**config.mk**
```make
export PLATFORM = sky130hd
export DESIGN_NAME = pic8_ctrl
export DESIGN_NICKNAME = d
export VERILOG_FILES = /design/src/rtl/pic8_pkg.sv /design/src/rtl/pic8_prio.sv /design/src/rtl/pic8_req.sv /design/src/rtl/pic8_ctrl.sv
export SDC_FILE = /design/constraint.sdc
export NUM_CORES = 1
export LEC_CHECK = 0
export CORE_MARGIN = 4
export CORE_UTILIZATION = 60
export CTS_BUF_LIST = sky130_fd_sc_hd__clkbuf_2 sky130_fd_sc_hd__clkbuf_4 sky130_fd_sc_hd__clkbuf_8
export CTS_CLUSTER_DIAMETER = 40
export DETAILED_ROUTE_END_ITERATION = 16
export GPL_TIMING_DRIVEN = 0
export HOLD_SLACK_MARGIN = 0.15
export PLACE_DENSITY = 0.83
export SKIP_LAST_GASP = 1
export SLEW_MARGIN = 20
export SYNTH_ARGS = -nofsm -noshare
export SYNTH_HDL_FRONTEND = slang
export SYNTH_SLANG_ARGS = --single-unit
```
**constraint.sdc**
```tcl
create_clock -name clk_i -period 6.4 [get_ports clk_i]
set_input_delay 1.92 -clock clk_i [delete_from_list [all_inputs] [get_ports clk_i]]
set_output_delay 1.92 -clock clk_i [all_outputs]
set_load 0.03 [all_outputs]
```
**src/rtl/pic8_pkg.sv**
```systemverilog
package pic8_pkg;
  localparam int NUM_LVL  = 8;
  localparam int DATA_W   = 8;
  localparam int EOI_SPEC = 3;  // data bit marking a specific end-of-interrupt

  typedef enum logic [2:0] {
    A_MODE = 3'd0,
    A_TRIG = 3'd1,
    A_MASK = 3'd2,
    A_BASE = 3'd3,
    A_EOI  = 3'd4,
    A_POLL = 3'd5
  } reg_addr_e;

  typedef struct packed {
    logic poll;
    logic smm;
    logic rot;
    logic aeoi;
  } mode_t;
endpackage

```
**src/rtl/pic8_prio.sv**
```systemverilog
module pic8_prio #(
  parameter int N = 8
) (
  input  logic [N-1:0]         vec_i,
  input  logic [$clog2(N)-1:0] hi_i,
  output logic                 any_o,
  output logic [$clog2(N)-1:0] lvl_o,
  output logic [$clog2(N)-1:0] rank_o
);
  localparam int LW = $clog2(N);

  logic [2*N-1:0] dbl;
  logic [N-1:0]   rot;

  // rotate so that level hi_i lands on bit 0
  assign dbl = {vec_i, vec_i} >> hi_i;
  assign rot = dbl[N-1:0];

  always_comb begin
    any_o  = 1'b0;
    rank_o = '0;
    for (int k = N - 1; k >= 0; k--) begin
      if (rot[k]) begin
        any_o  = 1'b1;
        rank_o = LW'(k);
      end
    end
  end

  assign lvl_o = rank_o + hi_i;
endmodule

```
**src/rtl/pic8_req.sv**
```systemverilog
module pic8_req #(
  parameter int N = 8
) (
  input  logic         clk_i,
  input  logic         rst_ni,
  input  logic [N-1:0] irq_i,
  input  logic [N-1:0] edge_i,
  input  logic [N-1:0] clr_i,
  input  logic [N-1:0] busy_i,
  output logic [N-1:0] irr_o
);
  logic [N-1:0] prev_q;

  for (genvar i = 0; i < N; i++) begin : g_line
    always_ff @(posedge clk_i or negedge rst_ni) begin
      if (!rst_ni) begin
        prev_q[i] <= 1'b0;
        irr_o[i]  <= 1'b0;
      end else begin
        prev_q[i] <= irq_i[i];
        if (edge_i[i]) irr_o[i] <= (irr_o[i] & ~clr_i[i]) | (irq_i[i] & ~prev_q[i]);
        else           irr_o[i] <= irq_i[i] & ~busy_i[i] & ~clr_i[i];
      end
    end
  end
endmodule

```
**src/rtl/pic8_ctrl.sv**
```systemverilog
module pic8_ctrl
  import pic8_pkg::*;
#(
  parameter int NumLvl = NUM_LVL,
  parameter int DataW  = DATA_W
) (
  input  logic              clk_i,
  input  logic              rst_ni,
  input  logic [NumLvl-1:0] irq_i,
  input  logic              wr_en_i,
  input  logic [2:0]        wr_addr_i,
  input  logic [DataW-1:0]  wr_data_i,
  input  logic              ack_i,
  output logic              int_o,
  output logic [DataW-1:0]  vec_o,
  output logic [DataW-1:0]  poll_o
);
  localparam int LvlW  = $clog2(NumLvl);
  localparam int BaseW = DataW - LvlW;

  mode_t              mode_q;
  logic [NumLvl-1:0]  trig_q, imr_q, isr_q, irr_q, isr_d;
  logic [BaseW-1:0]   base_q;
  logic [LvlW-1:0]    rot_q, rot_d, hi;
  logic [DataW-1:0]   vec_q, poll_q;

  logic [NumLvl-1:0]  cand, win_oh, set_isr, eoi_oh;
  logic               win_any, isr_any, req_ok, grant, poll_wr, eoi_wr, eoi_hit;
  logic [LvlW-1:0]    win_lvl, win_rank, isr_lvl, isr_rank, eoi_lvl;

  assign hi   = mode_q.rot ? rot_q : '0;
  assign cand = irr_q & ~imr_q & ~isr_q;

  pic8_prio #(.N(NumLvl)) u_win (
    .vec_i(cand), .hi_i(hi), .any_o(win_any), .lvl_o(win_lvl), .rank_o(win_rank)
  );

  pic8_prio #(.N(NumLvl)) u_top (
    .vec_i(isr_q), .hi_i(hi), .any_o(isr_any), .lvl_o(isr_lvl), .rank_o(isr_rank)
  );

  // nesting: must outrank every in-service level unless special mask mode
  assign req_ok = win_any & (mode_q.smm | ~isr_any | (win_rank < isr_rank));
  assign int_o  = req_ok & ~mode_q.poll;

  assign poll_wr = wr_en_i && (wr_addr_i == A_POLL);
  assign eoi_wr  = wr_en_i && (wr_addr_i == A_EOI);
  assign grant   = (ack_i | poll_wr) & req_ok;
  assign win_oh  = grant ? (NumLvl'(1) << win_lvl) : '0;
  assign set_isr = mode_q.aeoi ? '0 : win_oh;

  assign eoi_lvl = wr_data_i[EOI_SPEC] ? wr_data_i[LvlW-1:0] : isr_lvl;
  assign eoi_hit = eoi_wr & (wr_data_i[EOI_SPEC] | isr_any);
  assign eoi_oh  = eoi_hit ? (NumLvl'(1) << eoi_lvl) : '0;
  assign isr_d   = (isr_q | set_isr) & ~eoi_oh;

  always_comb begin
    rot_d = rot_q;
    if (grant && mode_q.aeoi && mode_q.rot) rot_d = win_lvl + 1'b1;
    if (eoi_hit && mode_q.rot)              rot_d = eoi_lvl + 1'b1;
  end

  pic8_req #(.N(NumLvl)) u_req (
    .clk_i (clk_i),
    .rst_ni(rst_ni),
    .irq_i (irq_i),
    .edge_i(trig_q),
    .clr_i (win_oh),
    .busy_i(isr_d),
    .irr_o (irr_q)
  );

  always_ff @(posedge clk_i or negedge rst_ni) begin
    if (!rst_ni) begin
      mode_q <= '0;
      trig_q <= '0;
      imr_q  <= '1;
      base_q <= '0;
      isr_q  <= '0;
      rot_q  <= '0;
      vec_q  <= '0;
      poll_q <= '0;
    end else begin
      isr_q <= isr_d;
      rot_q <= rot_d;
      if (ack_i) vec_q <= {base_q, (grant ? win_lvl : {LvlW{1'b1}})};
      if (poll_wr) poll_q <= req_ok ? {1'b1, {(DataW-1-LvlW){1'b0}}, win_lvl} : '0;
      if (wr_en_i) begin
        case (wr_addr_i)
          A_MODE:  mode_q <= mode_t'(wr_data_i[3:0]);
          A_TRIG:  trig_q <= wr_data_i[NumLvl-1:0];
          A_MASK:  imr_q  <= wr_data_i[NumLvl-1:0];
          A_BASE:  base_q <= wr_data_i[DataW-1:LvlW];
          default: ;
        endcase
      end
    end
  end

  assign vec_o  = vec_q;
  assign poll_o = poll_q;
endmodule

```
# Word-level counts from Yosys, hierarchy flattened
# Index checks and enable logic that the tools add are counted.
# op_classes
addsub	4
order_cmp	1
n_eq_ne	5
shifts	4
mux	49
n_bitwise	81
reduce_logical	11
# op_table
op	count
$mux W3	21
$and A1 B1 Y1	36
$mux W8	4
$shr A16 B3 Y8	2
$not A1 Y1	26
$and A8 B8 Y8	3
$mux W1	24
$not A8 Y8	3
$shl A1 B3 Y8 const A	2
$or A1 B1 Y1	12
$or A8 B8 Y8	1
$reduce_and A2 Y1	4
$add A3 B1 Y3 const B	2
$add A3 B3 Y3	2
$eq A3 B2 Y1 const B	2
$eq A3 B3 Y1 const B	2
$logic_and A1 B1 Y1	5
$eq A3 B1 Y1 const B	1
$logic_not A3 Y1	1
$lt A3 B3 Y1	1
$reduce_bool A2 Y1	1
# word_totals
regBits	68
out_inout_bits	17
wordCells	182

# Depth between registers and ports, before layout
# depth
depth_word	24
depth_mapped	19
mapped_depth_nobuf	17

# By module
# From an unflattened synthesis, not the netlist that was laid out.
# hier_totals
hier_cells	451
hier_area_um2	4385.5
# modules_own_cells
module	instances	cells_each	area_each_um2	seq_area_each_um2
pic8_ctrl	1	207	2361.0	1211.2
pic8_prio	2	98	696.9	0.0
pic8_req	1	48	630.6	400.4

# Worst setup path after synthesis
# OpenSTA, ideal clock, no wires.
# synth_path
path_type	register to output
start	register mode_q[1] (netlist bit)
end	output port int_o
arrival_ns	3.630
required_ns	4.480
path_slack_ns	0.850
stages_incl_launch_ff	15
n_path_buf	3
path_cell_list	dfrtp_1 buf_6 nand2_8 mux2_4 a222oi_1 nand4_2 or3_1 nand2_1 ha_1 a21oi_1 or3b_1 o22ai_2 buf_6 buf_6 nor2b_1
# synth_between
elab_chain_len	15
elab_cells_between_ends	41
classes_between	1 x order compare; 2 x shift; 33 x mux; 5 x bitwise
# synth_lines
element	line_no	source
start: declaration	pic8_ctrl.sv:21	mode_t mode_q;
start signal: assignment	pic8_ctrl.sv:90	A_MODE: mode_q <= mode_t'(wr_data_i[3:0]);
$mux W3 *	pic8_ctrl.sv:31	assign hi = mode_q.rot ? rot_q : '0;
parallel branches: the longest is 12 deep, another holds $lt A3 B3 Y1	--	
$and A1 B1 Y1 *	pic8_ctrl.sv:43	assign req_ok = win_any & (mode_q.smm | ~isr_any | (win_rank < isr_rank));
$and A1 B1 Y1 *	pic8_ctrl.sv:44	assign int_o = req_ok & ~mode_q.poll;
end: declaration	pic8_ctrl.sv:14	output logic int_o,
# Every way passes the cells marked *.

# Final worst setup path
# layout_path
start	register rot_q[0]
end	output port int_o
# layout_between
elab_chain_len	15
elab_cells_between_ends	41
classes_between	1 x order compare; 2 x shift; 33 x mux; 5 x bitwise
# layout_lines
element	line_no	source
start: declaration	pic8_ctrl.sv:24	logic [LvlW-1:0] rot_q, rot_d, hi;
start signal: assignment	pic8_ctrl.sv:85	rot_q <= rot_d;
$mux W3 *	pic8_ctrl.sv:31	
parallel branches: the longest is 12 deep, another holds $lt A3 B3 Y1	--	
$and A1 B1 Y1 *	pic8_ctrl.sv:43	
$and A1 B1 Y1 *	pic8_ctrl.sv:44	
# Marked as above.

==> metrics.md <==
| Metric | Value |
|---|---|
| Clk sink count | 64 |
| Setup Skew | 11.5 ps |
| CTS hold repair buffers | 0 |
| Final net count | 518 |
| CP Class | reg -> out |
| Synth Area in XOR/XNOR | 0.00981 |
| Final HPWL DP | 9.22 mm |
| Critical Path RT | 4480 ps |
| Setup WS post-layout | 109 ps |
| DRT Wirelength | 12.6 mm |
| Post-Synth Simple-Gate Area | 0.159 |
| Initial Util | 0.628 |
| Fillcell total | 495 |
| CTS clk-pin slew, worst paths | 70 ps |
| # rows | 30 |
| Drt pass-1 iters | 6 |
| Compound-gate portion of the synthesized area | 0.227 |
| Initial DRC count | 355 |
| P_leak | 0.00209 uW |
| Largest net degree at the start of global routing | 48 |
| Post-synthesis sequential area ratio | 0.372 |
| Initial antenna violation count | 0 |
| Slew HR | 0.434 |
| Via/cell ratio | 6.77 |
| Setup crit end kind | output pin |
| Grt met2 use | 0.503 |
| Crit path time final | 6290 ps |
| Synth Instances | 434 |
| Mux share of post-synthesis cell area | 0.139 |
| Hold Fails Final Rpt | 0 |
| WL/cell | 21.4 um |
| Core area | 0.00691 mm^2 |
| Die extent in x | 93.0 um |
| N_diodes | 0 |
| GR Layer Usage met1 | 0.391 |
| Worst EP arrival | 4370 ps |
| Status | complete, no violations |
| Top Ports | 40 |
| Synth Cell Area | 0.00434 mm^2 |
| EDFF count, synth | 0 |
| First-pass GRT wire length | 20.4 mm |
| Async S/R FF share, synth | 1.00 |
| Count of cell types in the netlist | 87 |
| Root Driver | clkbuf_8 |
| Most common flop cell mapped by yosys | dfrtp_1 |
| Worst-Skew Late Latency | 350 ps |
| Total Power | 2970 uW |
| Worst-Margin Slew | 844 ps |
| GRT Total Usage | 0.305 |
| Max_cap viols | 0 |
| Main combinational cell family by area after synthesis | compound AO/OA/AOI/OAI gates |
| CTS Buf Count | 9 |
| Met3 usage | 0.0547 |
| Synth Area per Inst | 9.99 um^2 |
| Endpoints failing setup | 0 |
| Htree depth | 3 |
| DRT antenna net count | 0 |
| Fmax | 0.159 GHz |
| Share of layout cells above drive strength 1 | 0.256 |
| Die footprint | 0.00865 mm^2 |
| Vias in the first global route | 4015 |
| TritonCTS clock tree | built |
| Total gr overflow | 0 |
| Final Cell Area | 0.00510 mm^2 |
| Pins Over Slew Limit | 0 |
| Seq cells post-synth | 64 |
| Hold slack | 504 ps |
| Global placer's final weighted congestion | 0.919 |
| Port bufs | 34 |
| Warnings, synthesis | 0 |
| Post-Synth Adder-Cell Area | 0.0263 |
| DRC | 0 |
| Critical path launch point type | flop |
| CP Max Fanout | 10 |
| Vias | 3985 |
| Period utilization | 0.983 |
| Setup slack at placement | -5.97 ps |
| HP Class | reg -> reg |
| Synth-to-layout area growth | 17.7% |
| Max VDD drop | 0.387 mV |
| Pwr Density | 582 mW/mm^2 |
| Clock buffer depth | 2 |
| Vert. Die Dim | 93.0 um |
| Cell Area, Placed | 0.00485 mm^2 |
| Most used routing layer | met2 |
[cell type report]
cell class,count,area (um^2),area share
Multi-Input combinational cell,320,2480,0.486
Sequential cell,64,1610,0.316
Timing Repair Buffer,40,398,0.0779
Buffer,33,210,0.0412
Clock buffer,10,138,0.0270
Tap cell,96,120,0.0235
Inverter,20,77.6,0.0152
Clock inverter,6,67.6,0.0132
[layout by cell type, fill, tap and decap left out, types with 6 or more instances in the layout]
| cell type | synthesis | final |
|---|---|---|
| buf_2 | 11 | 11 |
| inv_1 | 19 | 19 |
| nand2b_1 | 6 | 6 |
| a31oi_1 | 17 | 17 |
| nor2_1 | 18 | 18 |
| a21oi_1 | 23 | 23 |
| nor3_1 | 7 | 6 |
| a32oi_1 | 9 | 9 |
| dfstp_2 | 8 | 8 |
| mux2i_1 | 9 | 9 |
| nand3_1 | 6 | 6 |
| mux2_2 | 39 | 39 |
| nand2_1 | 36 | 36 |
| buf_4 | 6 | 12 |
| o211ai_1 | 7 | 7 |
| dfrtp_1 | 56 | 56 |
| clkdlybuf4s50_1 | 0 | 32 |
| clkbuf_8 | 0 | 10 |
| o21ai_0 | 15 | 15 |
| clkbuf_1 | 8 | 8 |
[what timing repair did]
action	in CTS	in global routing
pin swaps	3	2
setup buffers	3	1
setup endpoints to repair	1	1
gates resized for setup	5	3
[cell usage after synthesis (5+ instances only)]
master     n  area [um^2]
a211oi_1   5         37.5
a21oi_1   23          115
a221oi_1   5         43.8
a222oi_1   5         50.1
a31oi_1   17          106
a32oi_1    9         78.8
buf_2     11         55.1
buf_4      6         45.0
buf_6      5         56.3
clkbuf_1   8         30.0
dfrtp_1   56         1400
dfstp_2    8          210
ha_1       5         62.6
inv_1     19         71.3
mux2_2    39          439
mux2i_1    9         90.1
nand2_1   36          135
nand2b_1   6         37.5
nand3_1    6         30.0
nor2_1    18         67.6
nor2b_1    5         31.3
nor3_1     7         35.0
nor3b_1    9         67.6
o211ai_1   7         52.6
o21ai_0   15         75.1
[routing by layer]
layer / vias to the layer above / wire (um)
li1: 1759 / -
met1: 1921 / 5020
met2: 249 / 6040
met3: 56 / 1040
met4: 0 / 517
met5: - / 0
[worst max-delay path: stages (launching register included)]
cell and delay, ps:
dfrtp_1 380, buf_6 150, inv_1 190, mux2_2 360, a222oi_1 620, and4_1 360, or3_1 120, nand2_1 50
ha_1 320, a21oi_1 190, or3b_1 390, o22ai_2 200, buf_6 180, buf_6 150, nor2b_1 140, clkbuf_2 210
[where the power goes]
part           switching (uW)  internal (uW)  total, uW
Clock                     164            192        356
Combinational            1230            771       2000
Sequential               78.7            536        615
[final timing paths]
kind	startpoint	endpoint	slack, ps	cells after the start
worst max-delay path	rot_q[0]	int_o	110	15
worst min-delay path	poll_o[1]	poll_o[1]	500	2
worst max register to register	isr_q[4]	u_req.irr_o[4]	1810	16
worst min register to register	poll_o[1]	poll_o[1]	500	2
max in group asynchronous	rst_ni	imr_q[1]	4380	2
min in group asynchronous	rst_ni	vec_o[6]	1440	1
[flip-flops by register name, indices dropped and copies added, names as in the netlist, 4 cells and up]
signal	flops
base_q	5
vec_o	8
poll_o	4
trig_q	8
mode_q	4
u_req.irr_o	8
imr_q	8
isr_q	8
u_req.prev_q	8
[kinds of logic after synthesis]
group / after synthesis
muxes: 52
and+or+nand+nor: 120
xor gates and xnor gates: 4
adders and majority gates: 8
AOI/OAI and AO/OA: 132
buffers and inverters: 53
DFF: 64
other: 1
[metrics by stage]
stage / TNS (ps) / std cells / utilization
3_3_place_gp: 0 / 567 / 0.696
6_report: 0 / 589 / 0.739
2_1_floorplan: 0 / 437 / -
3_5_place_dp: -5.97 / 569 / 0.702
4_1_cts: 0 / 588 / 0.738
5_1_grt: -26.0 / 589 / 0.739
Note: power is estimated with default switching activity, not from simulation.
